`config.mk`:
```
export PLATFORM = sky130hd
export DESIGN_NAME = prof_rec_filter
export DESIGN_NICKNAME = d
export VERILOG_FILES = /design/src/rtl/prof_filt_pkg.sv /design/src/rtl/prof_lat_counter.sv /design/src/rtl/prof_rec_decide.sv /design/src/rtl/prof_out_stage.sv /design/src/rtl/prof_rec_filter.sv
export SDC_FILE = /design/constraint.sdc
export NUM_CORES = 1
export LEC_CHECK = 0
export BUFFER_PORTS_ARGS = -buffer_cell sky130_fd_sc_hd__buf_2
export CAP_MARGIN = 25
export CORE_UTILIZATION = 25
export CTS_CLUSTER_SIZE = 8
export DETAILED_ROUTE_END_ITERATION = 8
export PLACE_DENSITY_LB_ADDON = 0.2
export SYNTH_ARGS = -nofsm -noshare
export SYNTH_HDL_FRONTEND = slang
export SYNTH_SLANG_ARGS = --single-unit
```
`constraint.sdc`:
```
create_clock -name clk_i -period 2.7 [get_ports clk_i]
set_clock_uncertainty 0.1 [all_clocks]
set_input_delay 0.27 -clock clk_i [delete_from_list [all_inputs] [get_ports clk_i]]
set_output_delay 0.27 -clock clk_i [all_outputs]
set_load 0.03 [all_outputs]
```
`src/rtl/prof_filt_pkg.sv`:
```
package prof_filt_pkg;
  typedef enum logic [1:0] {
    OP_LOAD   = 2'd0,
    OP_STORE  = 2'd1,
    OP_BRANCH = 2'd2,
    OP_OTHER  = 2'd3
  } op_e;

  localparam int NUM_TYPES = 3;

  localparam int EVT_RETIRED    = 1;
  localparam int EVT_L1D_REFILL = 3;
  localparam int EVT_TLB_REFILL = 5;
  localparam int EVT_MISPRED    = 7;
  localparam int EVT_MISALIGN   = 11;
endpackage

```
`src/rtl/prof_lat_counter.sv`:
```
module prof_lat_counter #(
  parameter int LAT_W = 8
) (
  input  logic             clk_i,
  input  logic             rst_ni,
  input  logic             start_i,
  output logic [LAT_W-1:0] lat_o
);
  localparam logic [LAT_W-1:0] LAT_MAX = {LAT_W{1'b1}};

  logic [LAT_W-1:0] cnt_q;

  // cnt_q holds the number of edges seen since the start edge
  always_ff @(posedge clk_i or negedge rst_ni) begin
    if (!rst_ni)              cnt_q <= '0;
    else if (start_i)         cnt_q <= LAT_W'(1);
    else if (cnt_q != LAT_MAX) cnt_q <= cnt_q + 1'b1;
  end

  assign lat_o = start_i ? '0 : cnt_q;
endmodule

```
`src/rtl/prof_rec_decide.sv`:
```
module prof_rec_decide
  import prof_filt_pkg::*;
#(
  parameter int EVT_W = 12,
  parameter int LAT_W = 8
) (
  input  logic [NUM_TYPES-1:0] type_en_i,
  input  logic [1:0]           op_i,
  input  logic [EVT_W-1:0]     evt_i,
  input  logic [EVT_W-1:0]     evt_mask_i,
  input  logic [LAT_W-1:0]     lat_i,
  input  logic [LAT_W-1:0]     min_lat_i,
  output logic                 keep_o
);
  logic [NUM_TYPES-1:0] type_hit;
  logic type_ok, evt_ok, lat_ok;

  for (genvar t = 0; t < NUM_TYPES; t++) begin : g_type
    assign type_hit[t] = type_en_i[t] && (op_e'(op_i) == op_e'(t));
  end

  assign type_ok = (type_en_i == '0) || (|type_hit);
  assign evt_ok  = (evt_i & evt_mask_i) == evt_mask_i;
  assign lat_ok  = lat_i >= min_lat_i;
  assign keep_o  = type_ok && evt_ok && lat_ok;
endmodule

```
`src/rtl/prof_out_stage.sv`:
```
module prof_out_stage #(
  parameter int EVT_W = 12,
  parameter int LAT_W = 8
) (
  input  logic             clk_i,
  input  logic             rst_ni,
  input  logic             acc_i,
  input  logic             keep_i,
  input  logic [1:0]       op_i,
  input  logic [EVT_W-1:0] evt_i,
  input  logic [LAT_W-1:0] lat_i,
  input  logic             out_ready_i,
  output logic             out_valid_o,
  output logic [1:0]       out_op_o,
  output logic [EVT_W-1:0] out_evt_o,
  output logic [LAT_W-1:0] out_lat_o,
  output logic             drop_o
);
  logic valid_q, drop_q;

  always_ff @(posedge clk_i or negedge rst_ni) begin
    if (!rst_ni) begin
      valid_q <= 1'b0;
      drop_q  <= 1'b0;
    end else begin
      drop_q <= acc_i && !keep_i;
      if (acc_i && keep_i)           valid_q <= 1'b1;
      else if (valid_q && out_ready_i) valid_q <= 1'b0;
    end
  end

  always_ff @(posedge clk_i or negedge rst_ni) begin
    if (!rst_ni) begin
      out_op_o  <= '0;
      out_evt_o <= '0;
      out_lat_o <= '0;
    end else if (acc_i && keep_i) begin
      out_op_o  <= op_i;
      out_evt_o <= evt_i;
      out_lat_o <= lat_i;
    end
  end

  assign out_valid_o = valid_q;
  assign drop_o      = drop_q;
endmodule

```
`src/rtl/prof_rec_filter.sv`:
```
module prof_rec_filter
  import prof_filt_pkg::*;
#(
  parameter int EVT_W = 12,
  parameter int LAT_W = 8
) (
  input  logic             clk_i,
  input  logic             rst_ni,
  input  logic             start_i,
  input  logic             in_valid_i,
  output logic             in_ready_o,
  input  logic [1:0]       in_op_i,
  input  logic [EVT_W-1:0] in_evt_i,
  input  logic             cfg_ld_en_i,
  input  logic             cfg_st_en_i,
  input  logic             cfg_br_en_i,
  input  logic [EVT_W-1:0] cfg_evt_mask_i,
  input  logic [LAT_W-1:0] cfg_min_lat_i,
  output logic             out_valid_o,
  input  logic             out_ready_i,
  output logic [1:0]       out_op_o,
  output logic [EVT_W-1:0] out_evt_o,
  output logic [LAT_W-1:0] out_lat_o,
  output logic             drop_o
);
  logic [LAT_W-1:0]     lat;
  logic [NUM_TYPES-1:0] type_en;
  logic                 keep, acc;

  // bit index equals op_e code
  assign type_en    = {cfg_br_en_i, cfg_st_en_i, cfg_ld_en_i};
  assign in_ready_o = !out_valid_o;
  assign acc        = in_valid_i && in_ready_o;

  prof_lat_counter #(.LAT_W(LAT_W)) i_lat (
    .clk_i  (clk_i),
    .rst_ni (rst_ni),
    .start_i(start_i),
    .lat_o  (lat)
  );

  prof_rec_decide #(.EVT_W(EVT_W), .LAT_W(LAT_W)) i_decide (
    .type_en_i (type_en),
    .op_i      (in_op_i),
    .evt_i     (in_evt_i),
    .evt_mask_i(cfg_evt_mask_i),
    .lat_i     (lat),
    .min_lat_i (cfg_min_lat_i),
    .keep_o    (keep)
  );

  prof_out_stage #(.EVT_W(EVT_W), .LAT_W(LAT_W)) i_out (
    .clk_i      (clk_i),
    .rst_ni     (rst_ni),
    .acc_i      (acc),
    .keep_i     (keep),
    .op_i       (in_op_i),
    .evt_i      (in_evt_i),
    .lat_i      (lat),
    .out_ready_i(out_ready_i),
    .out_valid_o(out_valid_o),
    .out_op_o   (out_op_o),
    .out_evt_o  (out_evt_o),
    .out_lat_o  (out_lat_o),
    .drop_o     (drop_o)
  );
endmodule

```
# --- Word-level counts from Yosys, hierarchy flattened ---
# Cells that the tools add are included.
word_totals:
  ff_bits: 32
  input_bits: 42
  output_inout_bits: 25
  elab_cells: 35
classes:
  addsub: 1
  n_lt_le_gt_ge: 1
  n_eq_ne: 4
  mux: 5
  bitwise: 1
  n_reduce_logical: 17
ops:
  columns: ["operator", "n"]
  rows:
  - ["two-way mux 8 bit", 3]
  - ["bitwise AND 12 bit", 1]
  - ["== test 12 bit", 1]
  - ["logical AND 1 bit", 9]
  - ["adder 8 x 1 -> 8 bit, second input constant", 1]
  - ["greater-or-equal comparator 8 bit", 1]
  - ["inequality test 8 bit, second input constant", 1]
  - ["nonzero test 2 bit", 2]
  - ["logical NOT 3 bit", 1]
  - ["OR reduction 3 bit", 1]
  - ["== test 2 x 1 -> 1 bit, second input constant", 1]
  - ["== test 2 bit, second input constant", 1]
  - ["logical NOT 1 bit", 2]
  - ["logical NOT 2 bit", 1]
  - ["two-way mux 1 bit", 2]
  - ["logical OR 1 bit", 1]

# --- Longest topological paths before layout ---
depth:
  ltp_word: 8
  mapped_depth: 10
  depth_no_buf: 7

# --- Hierarchy ---
# A second synthesis with hierarchy kept.
hier_totals:
  hier_cells: 149
  hier_area_um2: 1796.7
by_module_without_submodules:
  columns: ["mod", "instances", "cells_per_inst", "area_each_um2", "seq_area_each_um2"]
  rows:
  - ["prof_out_stage", 1, 52, 965.9, 600.6]
  - ["prof_lat_counter", 1, 47, 474.2, 200.2]
  - ["prof_rec_decide", 1, 48, 346.6, 0.0]
  - ["prof_rec_filter", 1, 2, 10.0, 0.0]

# --- Worst setup path before layout ---
# OpenSTA, ideal clock, no wires.
synth_path:
  path_type: "input to register"
  startpoint: "input port start_i"
  endpoint: "register i_out.out_evt_o[10]"
  setup_ns: 0.125
  arrival_time_ns: 2.199
  t_required_ns: 2.475
  slack_ns: 0.276
  stages: 10
  n_path_buf: 3
  cell_sequence: "clkbuf_1 > nand2b_1 > ha_1 > nand2b_4 > a2111oi_4 > o31ai_1 > and4b_1 > buf_6 > buf_12 > mux2_4"
synth_between:
  elab_chain_len: 4
synth_rtl:
  columns: ["element", "line", "source"]
  rows:
  - ["start, declared", "prof_rec_filter.sv:9", "input logic start_i,"]
  - ["two-way mux 8 bit", "prof_lat_counter.sv:20", "assign lat_o = start_i ? '0 : cnt_q;"]
  - ["greater-or-equal comparator 8 bit", "prof_rec_decide.sv:24", "assign lat_ok = lat_i >= min_lat_i;"]
  - ["logical AND 1 bit", "prof_rec_decide.sv:25", "assign keep_o = type_ok && evt_ok && lat_ok;"]
  - ["logical AND 1 bit", "prof_out_stage.sv:37", "end else if (acc_i && keep_i) begin"]
  - ["end signal, assigned", "prof_out_stage.sv:39", "out_evt_o <= evt_i;"]
  - ["end, declared", "prof_out_stage.sv:15", "output logic [EVT_W-1:0] out_evt_o,"]
# No other way between the ends.
# A chain may end at the register's enable or synchronous reset.

# --- Final worst setup path ---
layout_path:
  startpoint: "register i_lat.cnt_q[5]"
  endpoint: "register i_out.out_evt_o[4]"
layout_between:
  elab_chain_len: 4
layout_rtl:
  columns: ["element", "line", "source"]
  rows:
  - ["start, declared", "prof_lat_counter.sv:11", "logic [LAT_W-1:0] cnt_q;"]
  - ["start signal, assigned", "prof_lat_counter.sv:17", "else if (cnt_q != LAT_MAX) cnt_q <= cnt_q + 1'b1;"]
  - ["two-way mux 8 bit", "prof_lat_counter.sv:20", null]
  - ["via i_decide.lat_i[5]", "prof_rec_decide.sv:11", "input logic [LAT_W-1:0] lat_i,"]
  - ["greater-or-equal comparator 8 bit", "prof_rec_decide.sv:24", null]
  - ["logical AND 1 bit", "prof_rec_decide.sv:25", null]
  - ["logical AND 1 bit", "prof_out_stage.sv:37", null]
# The timed path passes the listed nets, and every way through them passes these cells.

==> flow_metrics.py <==
metrics = {
    "global_route": {
        "overflow": 0,
        "grt_pass1_vias": 1279,
        "antenna_found_initial": 0,
        "grt_start_max_net_pins": 33,
        "track_usage": 0.1064,
        "grt_pass1_wl_um": 6023,
    },
    "clock_network": {
        "cts_tree": "built",
        "cts.sink_count": 32,
        "cts_resized": 0,
        "numCtsBuffers": 5,
        "cts_root_buf": "clkbuf_8",
        "clockBufferDepth": 2,
        "htreeDepth": 2,
        "clkTransAtPathRegs_ns": 0.07,
        "clock_latency_ns": 0.28,
    },
    "timing": {
        "tns_ns": 0,
        "timing.fmax_mhz": 419.5,
        "hold_slack_ns": 0.06156,
        "min_period_over_period": 0.8829,
        "hold_viol": 0,
        "final.min_clock_period_ns": 2.384,
        "rsz0062_at_grt": "no",
        "slew_violations": 0,
        "maxSlewHeadroom": 0.5106,
        "worstMarginPinSlew_ns": 0.7341,
        "setup_viol": 0,
    },
    "synthesis": {
        "synthCells": 144,
        "ys.flop_type": "dfrtp_1",
        "synth_top_area_share": 0.4513,
        "synth_area_sq_um": 1774,
        "syn-num-nets": 195,
        "synth_edf_count": 0,
        "synth.most_common_cell": "dfrtp_1",
        "syn_avg_cell_area_sq_um": 12.32,
        "ys_ff_latch": 32,
        "synth_common_cells": "dfrtp_1 (32), mux2_4 (18), inv_1 (13)",
        "yosys-top-cells-area": "dfrtp_1 (45%), mux2_4 (15%), ha_1 (6.3%)",
        "ys_types": 34,
        "synthArstFlopShare": 1.000,
        "ys_seq_area_frac": 0.4513,
        "yosysWarnings": 0,
        "synth_area_leader_cell": "dfrtp_1",
    },
    "floorplan": {
        "num_rows": 30,
        "die_h_um": 86.24,
        "start_util": 0.2597,
        "ios": 67,
        "die_area_sq_um": 7437,
        "fp.dieW_um": 86.24,
        "coreArea_sq_um": 6832,
    },
    "route": {
        "post_drt_wl_per_cell_um": 12.20,
        "postRouteWirelength_um": 3818,
        "drtIter0Drc": 19,
        "drcViolationCount": 0,
        "first_pass_iters": 2,
        "viasPerCell": 4.192,
        "final_antenna_net_count": 0,
        "vias": 1312,
    },
    "final_layout": {
        "syn_to_final_growth_pct": 28.91,
        "diodes": 0,
        "nets": 267,
        "layout-drive-gt1-share": 0.4608,
    },
    "power_and_ir_drop": {
        "clkPwrFrac": 0.384,
        "peakVddDrop_v": 0.0001512,
        "comb_power_share": 0.114,
        "switching_power_uw": 237.4,
        "p_sw_frac": 0.2411,
        "p_per_area_nw_per_um2": 430.5,
        "power_frac_seq": 0.501,
        "p_leak_uw": 0.001234,
        "p_int_uw": 747.3,
    },
    "status": {
        "status": "finished, final reports clean",
    },
    "critical_path": {
        "startpoint_type": "flop",
        "path_class": "reg2reg",
        "startpoint": "i_lat.cnt_q[5]",
        "cp-end-kind": "flop",
        "rrSetupSlack_ns": 0.32,
        "worstPathArrival_ns": 2.45,
        "rr_startpoint": "i_lat.cnt_q[5]",
        "crit_required_ns": 2.76,
        "cp_max_fo": 12,
    },
    "placement": {
        "place_hpwl_um": 2900,
        "port-buffer-count": 66,
        "globalplace.congestion": 0.7147,
    },
    "worst_hold_path": {
        "worstHoldStart": "out_ready_i",
        "hp-class": "in2reg",
    },
    "flow_run": {
        "cap_viol_max_count": 0,
    },
}
==> logic make-up after synthesis <==
group                      after synthesis  share of synthesized area
adders and majority gates                9                    0.06347
DFF                                     32                     0.4513
and+or+nand+nor                         39                     0.1298
xor gates and xnor gates                 3                    0.01481
muxes                                   25                     0.1946
AOI/OAI and AO/OA                       19                    0.08745
buffers and inverters                   17                    0.05853
==> layout by cell type, fill, tap and decap left out, types with 2 or more instances in the layout <==
| master | count |
|---|---|
| dfrtp_1 | 32 |
| nor2_1 | 4 |
| mux2_2 | 4 |
| buf_2 | 66 |
| mux2_4 | 18 |
| a31oi_1 | 3 |
| nand3_1 | 2 |
| inv_1 | 13 |
| clkbuf_8 | 6 |
| nand2b_1 | 10 |
| and3_1 | 3 |
| xor2_1 | 2 |
| o21ai_0 | 4 |
| buf_4 | 2 |
| clkinv_2 | 2 |
| o2111ai_1 | 3 |
| nor3_1 | 2 |
| mux2i_1 | 3 |
| nor2b_1 | 7 |
| o21bai_1 | 2 |
| nand2_1 | 6 |
| ha_1 | 9 |
==> critical path, cell delays in order, from the launching register on <==
cell	delay, ns
dfrtp_1	0.43
nor2b_1	0.17
ha_1	0.31
nand4_1	0.10
o31ai_1	0.29
and4b_1	0.26
buf_4	0.24
mux2_2	0.36
==> state kept, by name, summed over array words and instances (netlist names) <==
signal and flops:
i_out.out_op_o 2, i_out.drop_o 1, i_out.out_valid_o 1, i_out.out_evt_o 12, i_out.out_lat_o 8, i_lat.cnt_q 8
==> per-stage QoR <==
stage / std cells / utilization / cell area [sq um] / worst slack, ns / power [uW]
after global routing: 313 / 0.3348 / 2287 / 0.07741 / 1037
after global placement: 304 / 0.3198 / 2185 / 0.2017 / 616.5
after CTS: 313 / 0.3348 / 2287 / 0.2873 / 1005
after floorplan: 144 / - / 1774 / 0.2760 / 558.6
final: 313 / 0.3348 / 2287 / 0.3162 / 984.7
after detailed placement: 304 / 0.3198 / 2185 / 0.1435 / 617.3
==> path summary, 6_finish.rpt <==
path / end / depth (start not counted)
setup reg to reg: i_out.out_evt_o[4] / 7
hold / removal: i_out.out_valid_o / 2
setup / recovery: i_out.out_evt_o[4] / 7
hold reg to reg: i_out.out_evt_o[4] / 1
min in group asynchronous: i_out.out_evt_o[11] / 2
max in group asynchronous: i_lat.cnt_q[2] / 2
==> timing repair <==
item / CTS / global route
buffers inserted: 0 / 0
endpoints found under the hold margin: 32 / 0
hold buffers: 1 / 0
==> area by class of cell <==
| cell class | instances | area [sq um] |
|---|---|---|
| Clock buffer | 6 | 82.58 |
| Clock inverter | 2 | 10.01 |
| Fill cell | 711 | 4544 |
| Inverter | 13 | 48.80 |
| Multi-Input combinational cell | 95 | 869.6 |
| Sequential cell | 32 | 800.8 |
| Tap cell | 96 | 120.1 |
| Timing Repair Buffer | 69 | 355.3 |
==> routing by layer <==
metal / part of all wire / vias to the layer above / global-route usage
li1: - / 650 / -
met4: 0.010 / 0 / 0.03636
met2: 0.44 / 44 / 0.1595
met5: 0 / - / 0
met1: 0.48 / 613 / 0.1481
met3: 0.062 / 5 / 0.02857
==> power groups by stage <==
stage                     registers [uW]  logic [uW]  clock network, uW
after CTS                            493         116                395
after global routing                 494         128                415
after floorplan                      505        53.7                  0
after global placement               502         114                  0
after detailed placement             502         115                  0
final                                494         113                378
Power figures use the tool's default switching activity.
